## src/rtl/bfd_pkg.sv

```systemverilog
package bfd_pkg;
  localparam int DATA_W       = 64;
  localparam int SIZE_W       = 3;
  localparam int HDR_EOT_BIT  = 32;
  localparam int HDR_FLAG_BIT = 63;
  localparam int SEND_CNT_LSB = 12;
  localparam int SEND_SZ_LSB  = 19;
  localparam int TGT_SZ_LSB   = 4;

  typedef enum logic [1:0] {
    ST_IDLE = 2'd0,
    ST_HDR  = 2'd1,
    ST_PTR  = 2'd2
  } seq_state_e;
endpackage

```

## src/rtl/bfd_size_sel.sv

```systemverilog
module bfd_size_sel
  import bfd_pkg::*;
#(
  parameter int MAX_LINES = 16,
  localparam int LINE_W = $clog2(MAX_LINES)
) (
  input  logic [SIZE_W-1:0]                 tgt_size,
  input  logic [(MAX_LINES-1)*SIZE_W-1:0]   later_sizes,
  input  logic [LINE_W-1:0]                 line,
  output logic [SIZE_W-1:0]                 size
);
  logic [SIZE_W-1:0] size_tab [MAX_LINES];

  assign size_tab[0] = tgt_size;

  for (genvar k = 1; k < MAX_LINES; k++) begin : g_tab
    assign size_tab[k] = later_sizes[(k-1)*SIZE_W +: SIZE_W];
  end

  assign size = size_tab[line];
endmodule

```

## src/rtl/bfd_hdr_dec.sv

```systemverilog
module bfd_hdr_dec
  import bfd_pkg::*;
#(
  parameter int POOL_W = 20,
  parameter int WIDX_W = 4
) (
  input  logic [DATA_W-1:0]  hdr,
  input  logic [SIZE_W-1:0]  size,
  output logic [POOL_W-1:0]  pool,
  output logic               flag,
  output logic [WIDX_W-1:0]  nptr
);
  assign pool = hdr[POOL_W-1:0];
  assign flag = hdr[HDR_FLAG_BIT];
  // 2*size + eot: the pointer count of the line
  assign nptr = WIDX_W'({size, hdr[HDR_EOT_BIT]});
endmodule

```

## src/rtl/bfd_seq.sv

```systemverilog
module bfd_seq
  import bfd_pkg::*;
#(
  parameter int LINE_W = 4,
  parameter int WIDX_W = 4
) (
  input  logic              clk,
  input  logic              rst_n,
  input  logic              cmd_fire,
  input  logic [LINE_W-1:0] last_line,
  input  logic [WIDX_W-1:0] hdr_nptr,
  input  logic [WIDX_W-1:0] nptr_q,
  input  logic              ptr_zero,
  input  logic              out_ready,
  output seq_state_e        state,
  output logic [LINE_W-1:0] line,
  output logic [WIDX_W-1:0] word,
  output logic              hdr_load
);
  seq_state_e        state_n;
  logic [LINE_W-1:0] line_n;
  logic [WIDX_W-1:0] word_n;
  logic              step_en;

  always_comb begin
    state_n  = state;
    line_n   = line;
    word_n   = word;
    hdr_load = 1'b0;
    case (state)
      ST_IDLE: begin
        if (cmd_fire) begin
          state_n = ST_HDR;
          line_n  = '0;
        end
      end
      ST_HDR: begin
        hdr_load = 1'b1;
        if (hdr_nptr == '0) begin
          if (line == last_line) state_n = ST_IDLE;
          else                   line_n  = line + 1'b1;
        end else begin
          state_n = ST_PTR;
          word_n  = WIDX_W'(1);
        end
      end
      ST_PTR: begin
        if (ptr_zero || out_ready) begin
          if (word == nptr_q) begin
            if (line == last_line) begin
              state_n = ST_IDLE;
            end else begin
              state_n = ST_HDR;
              line_n  = line + 1'b1;
            end
          end else begin
            word_n = word + 1'b1;
          end
        end
      end
      default: state_n = ST_IDLE;
    endcase
  end

  assign step_en = (state != ST_IDLE) || cmd_fire;

  always_ff @(posedge clk or negedge rst_n) begin
    if (!rst_n) begin
      state <= ST_IDLE;
      line  <= '0;
      word  <= '0;
    end else if (step_en) begin
      state <= state_n;
      line  <= line_n;
      word  <= word_n;
    end
  end
endmodule

```

## src/rtl/burst_free_decoder.sv

```systemverilog
module burst_free_decoder
  import bfd_pkg::*;
#(
  parameter int MAX_LINES  = 16,
  parameter int LINE_WORDS = 16,
  parameter int ID_W       = 11,
  parameter int POOL_W     = 20,
  localparam int LINE_W    = $clog2(MAX_LINES),
  localparam int WIDX_W    = $clog2(LINE_WORDS),
  localparam int LSZ_W     = (MAX_LINES-1)*SIZE_W
) (
  input  logic              clk,
  input  logic              rst_n,
  input  logic              cmd_valid,
  output logic              cmd_ready,
  input  logic              cmd_burst,
  input  logic [63:0]       cmd_tgt_addr,
  input  logic [63:0]       cmd_send,
  output logic              busy,
  output logic [ID_W-1:0]   lb_id,
  output logic [LINE_W-1:0] lb_line,
  output logic [WIDX_W-1:0] lb_word,
  input  logic [63:0]       lb_rdata,
  output logic              out_valid,
  input  logic              out_ready,
  output logic [63:0]       out_ptr,
  output logic [POOL_W-1:0] out_pool,
  output logic              out_flag
);
  seq_state_e        state;
  logic [LINE_W-1:0] line;
  logic [WIDX_W-1:0] word;
  logic              hdr_load;
  logic              cmd_fire;

  logic [ID_W-1:0]   id_q;
  logic [LINE_W-1:0] last_q;
  logic [SIZE_W-1:0] tsz_q;
  logic [LSZ_W-1:0]  lsz_q;

  logic [SIZE_W-1:0] cur_size;
  logic [POOL_W-1:0] hdr_pool;
  logic              hdr_flag;
  logic [WIDX_W-1:0] hdr_nptr;

  logic [POOL_W-1:0] pool_q;
  logic              flag_q;
  logic [WIDX_W-1:0] nptr_q;
  logic              ptr_zero;

  assign cmd_ready = (state == ST_IDLE);
  assign busy      = !cmd_ready;
  assign cmd_fire  = cmd_valid && cmd_ready;

  // command capture
  always_ff @(posedge clk or negedge rst_n) begin
    if (!rst_n) begin
      id_q   <= '0;
      last_q <= '0;
      tsz_q  <= '0;
      lsz_q  <= '0;
    end else if (cmd_fire) begin
      id_q   <= cmd_send[ID_W-1:0];
      last_q <= cmd_burst ? cmd_send[SEND_CNT_LSB +: LINE_W] : '0;
      tsz_q  <= cmd_tgt_addr[TGT_SZ_LSB +: SIZE_W];
      lsz_q  <= cmd_send[SEND_SZ_LSB +: LSZ_W];
    end
  end

  bfd_size_sel #(.MAX_LINES(MAX_LINES)) u_size (
    .tgt_size    (tsz_q),
    .later_sizes (lsz_q),
    .line        (line),
    .size        (cur_size)
  );

  bfd_hdr_dec #(.POOL_W(POOL_W), .WIDX_W(WIDX_W)) u_hdr (
    .hdr  (lb_rdata),
    .size (cur_size),
    .pool (hdr_pool),
    .flag (hdr_flag),
    .nptr (hdr_nptr)
  );

  // header capture
  always_ff @(posedge clk or negedge rst_n) begin
    if (!rst_n) begin
      pool_q <= '0;
      flag_q <= 1'b0;
      nptr_q <= '0;
    end else if (hdr_load) begin
      pool_q <= hdr_pool;
      flag_q <= hdr_flag;
      nptr_q <= hdr_nptr;
    end
  end

  assign ptr_zero = (lb_rdata == '0);

  bfd_seq #(.LINE_W(LINE_W), .WIDX_W(WIDX_W)) u_seq (
    .clk       (clk),
    .rst_n     (rst_n),
    .cmd_fire  (cmd_fire),
    .last_line (last_q),
    .hdr_nptr  (hdr_nptr),
    .nptr_q    (nptr_q),
    .ptr_zero  (ptr_zero),
    .out_ready (out_ready),
    .state     (state),
    .line      (line),
    .word      (word),
    .hdr_load  (hdr_load)
  );

  assign lb_id     = id_q;
  assign lb_line   = line;
  assign lb_word   = (state == ST_PTR) ? word : '0;
  assign out_valid = (state == ST_PTR) && !ptr_zero;
  assign out_ptr   = lb_rdata;
  assign out_pool  = pool_q;
  assign out_flag  = flag_q;
endmodule

```

## config.mk

```make
export PLATFORM = sky130hd
export DESIGN_NAME = burst_free_decoder
export DESIGN_NICKNAME = d
export VERILOG_FILES = /design/src/rtl/bfd_pkg.sv /design/src/rtl/bfd_size_sel.sv /design/src/rtl/bfd_hdr_dec.sv /design/src/rtl/bfd_seq.sv /design/src/rtl/burst_free_decoder.sv
export SDC_FILE = /design/constraint.sdc
export NUM_CORES = 1
export LEC_CHECK = 0
export BUFFER_PORTS_ARGS = -buffer_cell sky130_fd_sc_hd__buf_2
export CAP_MARGIN = 5
export CORE_AREA = 2 2 119 121
export CTS_CLUSTER_DIAMETER = 150
export DETAILED_ROUTE_END_ITERATION = 16
export DIE_AREA = 0 0 121 123
export GPL_TIMING_DRIVEN = 0
export PLACE_DENSITY = 0.84
export SLEW_MARGIN = 5
export SYNTH_ARGS = -nofsm -noshare
export SYNTH_HDL_FRONTEND = slang
export SYNTH_SLANG_ARGS = --single-unit
```

## constraint.sdc

```tcl
create_clock -name clk -period 2.57 [get_ports clk]
set_clock_uncertainty 0.1 [all_clocks]
set_input_delay 0 -clock clk [delete_from_list [all_inputs] [get_ports clk]]
set_output_delay 0 -clock clk [all_outputs]
set_load 0.05 [all_outputs]
```

==> run_results.csv <==
group,metric,value,unit
floorplanning,die_x,121,um
clocking,clockRootBuffer,"clkbuf_16",
clocking,clock_latency,0.35,ns
critical_path,slowest_delay,0.54,ns
logic_synthesis,syn_nets,608,
route,num_vias,4603,
logic_synthesis,synth_xor_area_share,1.384,%
critical_path,cp_cell_sequence,"buf_12 > mux4_2 > a22oi_2 > nand3b_1 > nor3_4 > a21o_1 > mux2_4",
clocking,clk_path_buf_depth,2,
logic_synthesis,synthAdderAreaFrac,1.483,%
sta,tightest_slew,0.6786,ns
route,vias_per_cell,4.923,
placement,dpl_cell_area,6514,sq um
grt,grt_pass1_vias,4752,
grt,grt-ovfl-total,0,
floorplanning,start_util,37.18,%
logic_synthesis,synth_area_per_cell,12.50,sq um
logic_synthesis,ys_types,48,
clocking,cts_sinks,98,
critical_path,crit_required,2.70,ns
sta,rsz0062_at_grt,"true",
placement,gp_congestion,0.8418,
route,initialDrtViolationCount,197,
power_and_ir_drop,p_leak,3.759,nW
critical_path,cp_slowest_cell,"mux4_2",
sta,timing.final.hold_violations,0,
logic_synthesis,synth_compound_area_share,6.304,%
route,routedWlPerCell,18.84,um
grt,grt_util_all_layers,23.33,%
sta,finalCritPeriodShare,101.3,%
critical_path,crit_family,"multiplexers",
sta,finalSetupViolations,4,
status,status,"finished, violations left",
clocking,path_clk_slew,0.07,ns
clocking,htreeDepth,3,
layout,nNetsFinal,952,
logic_synthesis,synthSimpleGateAreaFrac,6.724,%
logic_synthesis,synthFlopType,"dfrtp_1",
layout,areaGrowthSynthToFinish,55.57,%
power_and_ir_drop,p_total,8.798,mW
route,ant_nets,0,
clocking,cts-buffers-inserted,9,
logic_synthesis,synthArstFlopShare,100.0,%
floorplanning,rows,43,
min_path,hold_class,"in2async",
power_and_ir_drop,powerDensity,1117,nW/um^2
sta,finalWorstSetupSlack,-0.03445,ns
logic_synthesis,ys_seq_elements,98,
floorplanning,core-area,13610,sq um
critical_path,endpoint_kind,"register",
sta,max_freq,384.0,MHz
route,wl,17.61,mm
floorplanning,ios,304,
critical_path,worstPathArrival,2.74,ns
logic_synthesis,synth_edf_count,0,
logic_synthesis,syn_area,5061,sq um
logic_synthesis,ys_seq_area_share,48.45,%
logic_synthesis,muxShareOfSynthArea,23.76,%
placement,port_buffers,238,
grt,antenna_found_initial,2,
layout,stdcell_area,7874,sq um
status,violations,"negative setup slack",
sta,maxSlewViolCount,0,
job,cap_violations,0,
critical_path,worst_setup_path_start_kind,"register",
logic_synthesis,synth_cells,405,
floorplanning,dieArea,14880,sq um
sta,relSlewSlack,54.76,%
layout,fin_util,57.85,%
power_and_ir_drop,ir_worst_vdd,0.7290,mV
logic_synthesis,synth_top_family_by_area,"multiplexers",
clocking,cts_tree,"done",
critical_path,cp_max_fo,5,
grt,grt_first_pass_wirelength,25.76,mm
grt,grt_max_degree,59,
sta,holdWs,0.07661,ns
sta,fin_crit,2.604,ns
critical_path,critPathKind,"reg2reg",
placement,dp_slack,-0.2004,ns
route,drc,0,
layout,drive_above_1_share,59.15,%
floorplanning,die_height,123,um
placement,dpl.hpwl,12.31,mm
logic_synthesis,ys_warn_count,0,
critical_path,critPathBufInv,1,
route,dr.pass1.iters,4,
## cells by family (layout without fill, tap and decap cells)
logic type	Yosys count	after routing
AO/OA/AOI/OAI	39	39
XOR/XNOR	8	8
adder cells (fa/ha/maj)	6	6
buffers and inverters	90	439
flip-flops	98	98
multiplexers	102	102
other	0	1
AND/OR/NAND/NOR	62	62
## worst paths after layout
path                                            from                         end  slack (ns)  cells after the start
min                                            rst_n        lsz_q[8]$_DFFE_PN0P_        0.08                      2
max                        u_seq.line[0]$_DFFE_PN0P_  u_seq.state[0]$_DFFE_PN0P_       -0.03                      7
min in group clk                           out_ready  u_seq.state[1]$_DFFE_PN0P_        0.08                      3
max in group asynchronous                      rst_n   u_seq.line[1]$_DFFE_PN0P_        1.60                      3
min reg2reg                  out_pool[3]$_DFFE_PN0N_     out_pool[3]$_DFFE_PN0N_        0.40                      1
max reg2reg                u_seq.line[0]$_DFFE_PN0P_  u_seq.state[0]$_DFFE_PN0P_       -0.03                      7
## metal layers
layer	routed length (um)	vias to the layer above	share of wire, %	track usage [%]
met3	1287	47	7.3	6.642
met1	6490	2250	37	24.85
met5	0	-	0	0
met4	567	0	3.2	10.32
li1	-	2094	-	-
met2	9267	212	53	42.87
## per-stage QoR
step	cells	setup TNS [ns]
finish	935	-0.07781
global route	935	-0.8234
CTS	934	-0.03149
detailed placement	824	-2.181
global placement	823	-1.832
floorplan	405	-0.02739
## final cells by class
cell class,count,area [sq um]
fill,1086,5738
antenna,1,2.502
clock buffer,11,242.7
timing repair buffer,333,2156
clock inverter,5,37.54
multi-input combinational,217,2138
inverter,11,45.04
sequential,98,2455
buffer,79,571.8
tap,180,225.2
## worst reg2reg max path, cell delays in order, from the launching register on
cell and delay (ns):
dfrtp_2 0.45, buf_12 0.16, mux4_2 0.54, a22oi_2 0.21, nand3b_1 0.23, nor3_4 0.30
a21o_1 0.19, mux2_4 0.30
## cells in the mapped netlist (6+ instances only)
library cell	count	share of area, %
xnor2_1	8	1.4
ha_1	6	1.5
inv_1	10	0.74
clkbuf_1	11	0.82
nand4_1	6	0.74
mux2_2	81	18
mux2i_1	14	2.8
dfrtp_1	98	48
o21ai_0	7	0.69
nand2_1	17	1.3
buf_4	64	9.5
nor2_1	6	0.44
nor4_1	18	2.2
## power breakdown
group / switching [mW] / internal, mW / leakage [nW]
registers: 0.477 / 2.31 / 1.16
logic: 2.83 / 1.89 / 2.46
clock network: 0.601 / 0.687 / 0.132
total: 3.91 / 4.89 / 3.76
## state kept, by name, summed over array words and instances, names as in the netlist
register	count
last_q	4
lb_id	11
lsz_q	45
nptr_q	4
out_flag	1
out_pool	20
tsz_q	3
u_seq.line	4
u_seq.state	2
u_seq.word	4
## cell usage in the layout (no fill, tap or decap), drive strengths merged, types with 2 or more instances in the layout
cell type / netlist / layout
a211o: 2 / 2
a21o: 2 / 2
a21oi: 2 / 2
a221oi: 6 / 6
a22oi: 3 / 3
a31oi: 3 / 3
and2: 5 / 5
buf: 67 / 310
clkbuf: 12 / 23
clkinv: 0 / 2
clkinvlp: 0 / 3
dfrtp: 98 / 98
dlygate4sd3: 0 / 90
ha: 6 / 6
inv: 11 / 11
mux2: 82 / 82
mux2i: 14 / 14
mux4: 6 / 6
nand2: 17 / 17
nand3: 3 / 3
nand4: 7 / 7
nor2: 6 / 6
nor3b: 2 / 2
nor4: 18 / 18
o21ai: 10 / 10
o31ai: 2 / 2
xnor2: 8 / 8
## repair_timing
action,CTS,global route
gates cloned,1,0
gates resized for setup,20,12
hold buffers,90,0
hold endpoints to repair,148,0
buffers inserted,3,1
pin swaps,9,12
endpoints found under the setup margin,27,19
(Power assumes the default switching activity.)
